[config.mk]
export PLATFORM = sky130hd
export DESIGN_NAME = rnmi_trap_ctrl
export DESIGN_NICKNAME = d
export VERILOG_FILES = /design/src/rtl/rnt_pkg.sv /design/src/rtl/rnt_nmi_edge.sv /design/src/rtl/rnt_event_sel.sv /design/src/rtl/rnt_pc_sel.sv /design/src/rtl/rnt_state.sv /design/src/rtl/rnmi_trap_ctrl.sv
export SDC_FILE = /design/constraint.sdc
export NUM_CORES = 1
export LEC_CHECK = 0
export ABC_AREA = 1
export ABC_CLOCK_PERIOD_IN_PS = 2300
export BUFFER_PORTS_ARGS = -buffer_cell sky130_fd_sc_hd__buf_2
export CORE_ASPECT_RATIO = 0.8
export CORE_MARGIN = 8
export CORE_UTILIZATION = 40
export CTS_CLUSTER_SIZE = 40
export DETAILED_ROUTE_END_ITERATION = 16
export GPL_TIMING_DRIVEN = 0
export PLACE_DENSITY = 0.7
export SYNTH_ARGS = -nofsm -noshare
export SYNTH_HDL_FRONTEND = slang
export SYNTH_SLANG_ARGS = --single-unit
[constraint.sdc]
create_clock -name clk -period 2.3 [get_ports clk]
set_clock_uncertainty 0.05 [all_clocks]
set_input_delay 0.23 -clock clk [delete_from_list [all_inputs] [get_ports clk]]
set_output_delay 0.23 -clock clk [all_outputs]
set_load 0.02 [all_outputs]
[src/rtl/rnt_pkg.sv]
package rnt_pkg;
  typedef enum logic [1:0] {
    EV_NONE  = 2'd0,
    EV_RESET = 2'd1,
    EV_NMI   = 2'd2,
    EV_ERET  = 2'd3
  } trap_ev_e;

  typedef struct packed {
    logic nmi;
    logic exl;
  } trap_stat_t;
endpackage

[src/rtl/rnt_nmi_edge.sv]
module rnt_nmi_edge (
  input  logic clk,
  input  logic rst_n,
  input  logic req_i,
  output logic rise_o
);
  logic req_q;
  logic req_d;

  always_comb begin
    req_d  = req_i;
    rise_o = req_i & ~req_q;
  end

  always_ff @(posedge clk or negedge rst_n) begin
    if (!rst_n) req_q <= 1'b0;
    else        req_q <= req_d;
  end

  // one held request must not fire twice in a row
  assert_single_nmi_R10: assert property (@(posedge clk) disable iff (!rst_n)
    rise_o |=> !rise_o);
endmodule

[src/rtl/rnt_event_sel.sv]
module rnt_event_sel
  import rnt_pkg::*;
(
  input  logic     rst_req_i,
  input  logic     nmi_rise_i,
  input  logic     eret_i,
  output trap_ev_e ev_o
);
  // reset beats NMI, any trap beats return
  always_comb begin
    if (rst_req_i)       ev_o = EV_RESET;
    else if (nmi_rise_i) ev_o = EV_NMI;
    else if (eret_i)     ev_o = EV_ERET;
    else                 ev_o = EV_NONE;
  end
endmodule

[src/rtl/rnt_pc_sel.sv]
module rnt_pc_sel #(
  parameter int XLEN        = 32,
  parameter int INSTR_BYTES = 4
) (
  input  logic [XLEN-1:0] pc_i,
  input  logic            dslot_i,
  output logic [XLEN-1:0] save_pc_o
);
  localparam logic [XLEN-1:0] STEP = XLEN'(INSTR_BYTES);

  always_comb begin
    if (dslot_i) save_pc_o = pc_i - STEP;
    else         save_pc_o = pc_i;
  end
endmodule

[src/rtl/rnt_state.sv]
module rnt_state
  import rnt_pkg::*;
#(
  parameter int              XLEN      = 32,
  parameter logic [XLEN-1:0] RESET_VEC = 32'hBFC0_0000
) (
  input  logic            clk,
  input  logic            rst_n,
  input  trap_ev_e        ev_i,
  input  logic [XLEN-1:0] save_pc_i,
  input  logic            dslot_i,
  input  logic            exl_wr_i,
  input  logic            exl_wdata_i,
  output trap_stat_t      stat_o,
  output logic            bd_o,
  output logic [XLEN-1:0] epc_o,
  output logic            redirect_o,
  output logic [XLEN-1:0] vector_o
);
  trap_stat_t      stat_q, stat_d;
  logic            bd_q, bd_d;
  logic [XLEN-1:0] epc_q, epc_d;
  logic            epc_en;
  logic            redir_q, redir_d;
  logic [XLEN-1:0] vec_q, vec_d;
  logic            trap;

  assign trap = (ev_i == EV_RESET) || (ev_i == EV_NMI);

  always_comb begin
    stat_d  = stat_q;
    bd_d    = bd_q;
    epc_d   = save_pc_i;
    epc_en  = 1'b0;
    redir_d = 1'b0;
    vec_d   = vec_q;
    case (ev_i)
      EV_RESET, EV_NMI: begin
        stat_d.nmi = (ev_i == EV_NMI);
        stat_d.exl = 1'b1;
        bd_d       = dslot_i;
        epc_en     = 1'b1;
        redir_d    = 1'b1;
        vec_d      = RESET_VEC;
      end
      EV_ERET: begin
        stat_d.exl = 1'b0;
        redir_d    = 1'b1;
        vec_d      = epc_q;
      end
      default: begin
        if (exl_wr_i) stat_d.exl = exl_wdata_i;
      end
    endcase
  end

  always_ff @(posedge clk or negedge rst_n) begin
    if (!rst_n) begin
      stat_q  <= '{nmi: 1'b0, exl: 1'b1};
      bd_q    <= 1'b0;
      redir_q <= 1'b0;
      vec_q   <= RESET_VEC;
    end else begin
      stat_q  <= stat_d;
      bd_q    <= bd_d;
      redir_q <= redir_d;
      vec_q   <= vec_d;
    end
  end

  // error-return PC: no reset, contents undefined until the first trap
  always_ff @(posedge clk) begin
    if (epc_en) epc_q <= epc_d;
  end

  assign stat_o     = stat_q;
  assign bd_o       = bd_q;
  assign epc_o      = epc_q;
  assign redirect_o = redir_q;
  assign vector_o   = vec_q;

  assert_shared_vector_R1: assert property (@(posedge clk) disable iff (!rst_n)
    trap |=> (redirect_o && vector_o == RESET_VEC));
  assert_nmi_flag_set_R2: assert property (@(posedge clk) disable iff (!rst_n)
    (ev_i == EV_NMI) |=> stat_o.nmi);
  assert_nmi_flag_clr_R2: assert property (@(posedge clk) disable iff (!rst_n)
    (ev_i == EV_RESET) |=> !stat_o.nmi);
  assert_nmi_sticky_R3: assert property (@(posedge clk) disable iff (!rst_n)
    !trap |=> $stable(stat_o.nmi));
  assert_exl_on_trap_R4: assert property (@(posedge clk) disable iff (!rst_n)
    trap |=> stat_o.exl);
  assert_eret_return_R6: assert property (@(posedge clk) disable iff (!rst_n)
    (ev_i == EV_ERET) |=> (!stat_o.exl && redirect_o && vector_o == $past(epc_o)));
  assert_bd_capture_R8: assert property (@(posedge clk) disable iff (!rst_n)
    trap |=> (bd_o == $past(dslot_i)));
  assert_bd_hold_R8: assert property (@(posedge clk) disable iff (!rst_n)
    !trap |=> $stable(bd_o));
  assert_exl_write_R11: assert property (@(posedge clk) disable iff (!rst_n)
    (ev_i == EV_NONE && exl_wr_i) |=> (stat_o.exl == $past(exl_wdata_i)));
  assert_vector_hold_R13: assert property (@(posedge clk) disable iff (!rst_n)
    !redirect_o |-> $stable(vector_o));
endmodule

[src/rtl/rnmi_trap_ctrl.sv]
module rnmi_trap_ctrl
  import rnt_pkg::*;
#(
  parameter int              XLEN        = 32,
  parameter int              INSTR_BYTES = 4,
  parameter logic [XLEN-1:0] RESET_VEC   = 32'hBFC0_0000
) (
  input  logic            clk,
  input  logic            rst_n,
  input  logic            rst_req_i,
  input  logic            nmi_req_i,
  input  logic [XLEN-1:0] pc_i,
  input  logic            dslot_i,
  input  logic            eret_i,
  input  logic            exl_wr_i,
  input  logic            exl_wdata_i,
  output logic            redirect_o,
  output logic [XLEN-1:0] vector_o,
  output logic [XLEN-1:0] ret_pc_o,
  output logic            status_nmi_o,
  output logic            status_exl_o,
  output logic            cause_bd_o,
  output logic            int_en_o
);
  localparam logic [XLEN-1:0] STEP = XLEN'(INSTR_BYTES);

  logic            nmi_rise;
  trap_ev_e        ev;
  logic [XLEN-1:0] save_pc;
  trap_stat_t      stat;

  rnt_nmi_edge u_edge (
    .clk    (clk),
    .rst_n  (rst_n),
    .req_i  (nmi_req_i),
    .rise_o (nmi_rise)
  );

  rnt_event_sel u_sel (
    .rst_req_i  (rst_req_i),
    .nmi_rise_i (nmi_rise),
    .eret_i     (eret_i),
    .ev_o       (ev)
  );

  rnt_pc_sel #(.XLEN(XLEN), .INSTR_BYTES(INSTR_BYTES)) u_pc (
    .pc_i      (pc_i),
    .dslot_i   (dslot_i),
    .save_pc_o (save_pc)
  );

  rnt_state #(.XLEN(XLEN), .RESET_VEC(RESET_VEC)) u_state (
    .clk         (clk),
    .rst_n       (rst_n),
    .ev_i        (ev),
    .save_pc_i   (save_pc),
    .dslot_i     (dslot_i),
    .exl_wr_i    (exl_wr_i),
    .exl_wdata_i (exl_wdata_i),
    .stat_o      (stat),
    .bd_o        (cause_bd_o),
    .epc_o       (ret_pc_o),
    .redirect_o  (redirect_o),
    .vector_o    (vector_o)
  );

  assign status_nmi_o = stat.nmi;
  assign status_exl_o = stat.exl;
  assign int_en_o     = ~stat.exl;

  assert_epc_capture_R7: assert property (@(posedge clk) disable iff (!rst_n)
    (rst_req_i || nmi_rise) |=>
      (ret_pc_o == ($past(dslot_i) ? $past(pc_i) - STEP : $past(pc_i))));
  assert_reset_wins_R9: assert property (@(posedge clk) disable iff (!rst_n)
    (rst_req_i && nmi_rise) |=> !status_nmi_o);
  assert_trap_over_eret_R12: assert property (@(posedge clk) disable iff (!rst_n)
    ((rst_req_i || nmi_rise) && eret_i) |=> (status_exl_o && vector_o == RESET_VEC));
endmodule

==> results.toml <==
[outcome]
outcome = "finished clean"

[detailed_routing]
wl_um = 8520
remaining_drc_errors = 0
route.vias.total = 2615
first_iter_violations = 186
drt.antenna.violating_nets = 0
dr.pass1.iters = 4
via_per_inst = 4.73
routedWlPerCell_um = 15.4

[sta]
setup-violations-final = 0
final_hold_viol_count = 0
worstMarginPinSlew_ns = 0.840
tns_ns = 0
rsz0062_at_grt = "false"
clock.fmax_mhz = 490
relSlewSlack_pct = 44.0
maxSlewViolCount = 0
period_minus_slack_ns = 2.04
final_min_period_over_clock_period_pct = 88.7

[logic_synthesis]
async_flop_share_pct = 53.6
ys_types = 29
synth_seq_cells = 69
syn-num-nets = 361
synth_most_common_cell = "nand2_1"
synth_commonest_cells = "nand2_1 (56), nor2_1 (42), edfxtp_1 (32)"
yosys-top-cells-area = "edfxtp_1 (29%), dfrtp_1 (21%), dfstp_2 (8.1%)"
synth_top_area_share_pct = 29.5
netlist.top_cell.by_area = "edfxtp_1"
synth_area_sq_um = 3260
netlist_instances = 317
yosysSeqAreaShare_pct = 58.3
synth_ff_type = "edfxtp_1"
synth_area_per_cell_sq_um = 10.3
synth_edf_count = 32
synth_warnings = 0

[floorplanning]
initial_utilization_pct = 41.2
core_area_sq_um = 7910
die_area_sq_um = 11300
fp.dieW_um = 117
rows = 29
chipHeight_um = 96.8
ios = 109

[worst_setup_path]
timing.rr.end = "u_state.vector_o[27]$_DFFE_PN1N_"
crit_fanout = 9
reg2reg_slack_ns = 0.26
start_kind = "register"
crit_start = "u_edge.req_q$_DFF_PN0_"
crit_required_ns = 2.51
crit_type = "reg2reg"
crit-reg2reg-launch = "u_edge.req_q$_DFF_PN0_"
reg2reg_depth = 9
critPathCaptureType = "register"
cp.arrival_ns = 2.25

[power_and_ir_drop]
ir_worst_vdd_v = 0.000364
p_leak_uw = 0.00199
pwr_density_cell_nw_per_um2 = 710

[global_route]
grt_pass1_wl_um = 13900
grt_antenna_before_repair = 0
grt_max_degree = 38
grt_usage_pct = 15.7
grtUsageMet2_pct = 26.8
grt_overflow = 0
first_global_vias = 2789
grt_most_used_layer = "met2"
grt_use_met1_pct = 18.4
use_met3_pct = 2.67

[placement]
place_hpwl_um = 6660
gp_congestion = 0.891
port_buffers = 108
place_area_sq_um = 3940

[run]
maxCapViolations = 0

[hold_path]
holdCritStartpoint = "pc_i[0]"
min_delay_path_depth = 1
holdPathEnd = "u_state.epc_o[0]$_DFFE_PP_"
min_path_type = "in2reg"

[clock_tree]
cts_made_buffers = 9
cts_tree = "built"
clock_path_buffers = 2
clock_sink_count = 69
clk_pin_slew_ns = 0.07
htreeDepth = 3
clk-insertion-delay-late_ns = 0.34
root_buffer = "clkbuf_8"

[finish]
finalNetCount = 484
final_core_util_pct = 53.1
final_area_sq_um = 4200
antenna_cells = 0
syn_to_final_growth_pct = 28.9
layout-drive-gt1-share_pct = 37.1
==> placed cells by master (no fill, tap or decap), types with 6 or more instances in the layout <==
master,count
buf_2,111
nand2_1,56
nor2_1,41
edfxtp_1,32
inv_1,31
dfrtp_1,27
a22o_1,23
nand3_1,17
xor2_1,12
clkbuf_8,10
dfstp_2,10
o22a_1,9
nor2_4,7
nor2_2,6
inv_2,6
==> per-stage QoR <==
| step | hold slack [ns] | cells | power (uW) | setup WS [ns] |
|---|---|---|---|---|
| after floorplan | -0.116 | 317 | 1800 | 0.185 |
| after global placement | 0.303 | 533 | 2010 | -0.128 |
| after detailed placement | 0.304 | 533 | 2030 | -0.241 |
| after CTS | 0.0224 | 552 | 3000 | 0.0850 |
| after global routing | 0.0170 | 553 | 3110 | 0.0477 |
| final | 0.0351 | 553 | 2980 | 0.261 |
==> routing by layer <==
| layer | wire [um] | vias up |
|---|---|---|
| met5 | 0 | - |
| met4 | 214 | 0 |
| met3 | 489 | 14 |
| met2 | 4260 | 65 |
| met1 | 3560 | 1229 |
| li1 | - | 1307 |
==> state kept, by name (all words and copies together) (netlist names) <==
name and flops:
u_edge.req_q 1, u_state.bd_o 1, u_state.epc_o 32, u_state.redirect_o 1, u_state.stat_o 2, u_state.vector_o 32
==> kinds of logic (layout without fill, tap and decap cells) <==
logic type	Yosys count	in the layout	synth area share [%]
AND/OR/NAND/NOR	141	141	20.4
flip-flops	69	69	58.3
adder cells (fa/ha/maj)	4	4	1.53
AO/OA/AOI/OAI	43	43	10.3
XOR/XNOR	16	16	4.30
buffers and inverters	44	172	5.22
==> layout make-up <==
class,count,area [sq um]
fillers,738,3710
flip-flops and latches,69,1900
multi-input cells,204,1210
repair buffers,112,596
inverters,39,151
clock buffers,11,141
well taps,108,135
clock inverters,5,51.3
plain buffers,5,22.5
==> worst max path at each step <==
stage	cells past startpoint	endpoint
6_report	9	u_state.vector_o[27]$_DFFE_PN1N_
5_1_grt	9	u_state.stat_o[0]$_DFFE_PN1P_
4_1_cts	9	u_state.stat_o[0]$_DFFE_PN1P_
3_5_place_dp	9	u_state.stat_o[0]$_DFFE_PN1P_
3_3_place_gp	9	u_state.stat_o[0]$_DFFE_PN1P_
2_1_floorplan	9	u_state.stat_o[0]$_DFFE_PN1P_
==> critical path: stages, from the launching register on <==
cell        delay [ns]
dfrtp_1           0.37
nor2_1            0.13
nor2_1            0.06
nor2_2            0.18
inv_1             0.07
ha_1              0.18
buf_2             0.20
nor2_4            0.25
clkinvlp_4        0.25
o22a_1            0.22
==> power breakdown <==
group          internal [uW]  switching, uW
sequential              1430           53.2
clock                    523            444
combinational            181            356
total                   2130            853
==> what timing repair did <==
action,in CTS,in global routing
setup endpoints to repair,3,11
pin swaps,0,1
hold endpoints to repair,29,0
hold buffers,3,0
gates resized for setup,1,2
setup buffers,0,1
No activity file was read; power rests on OpenSTA's default activity.
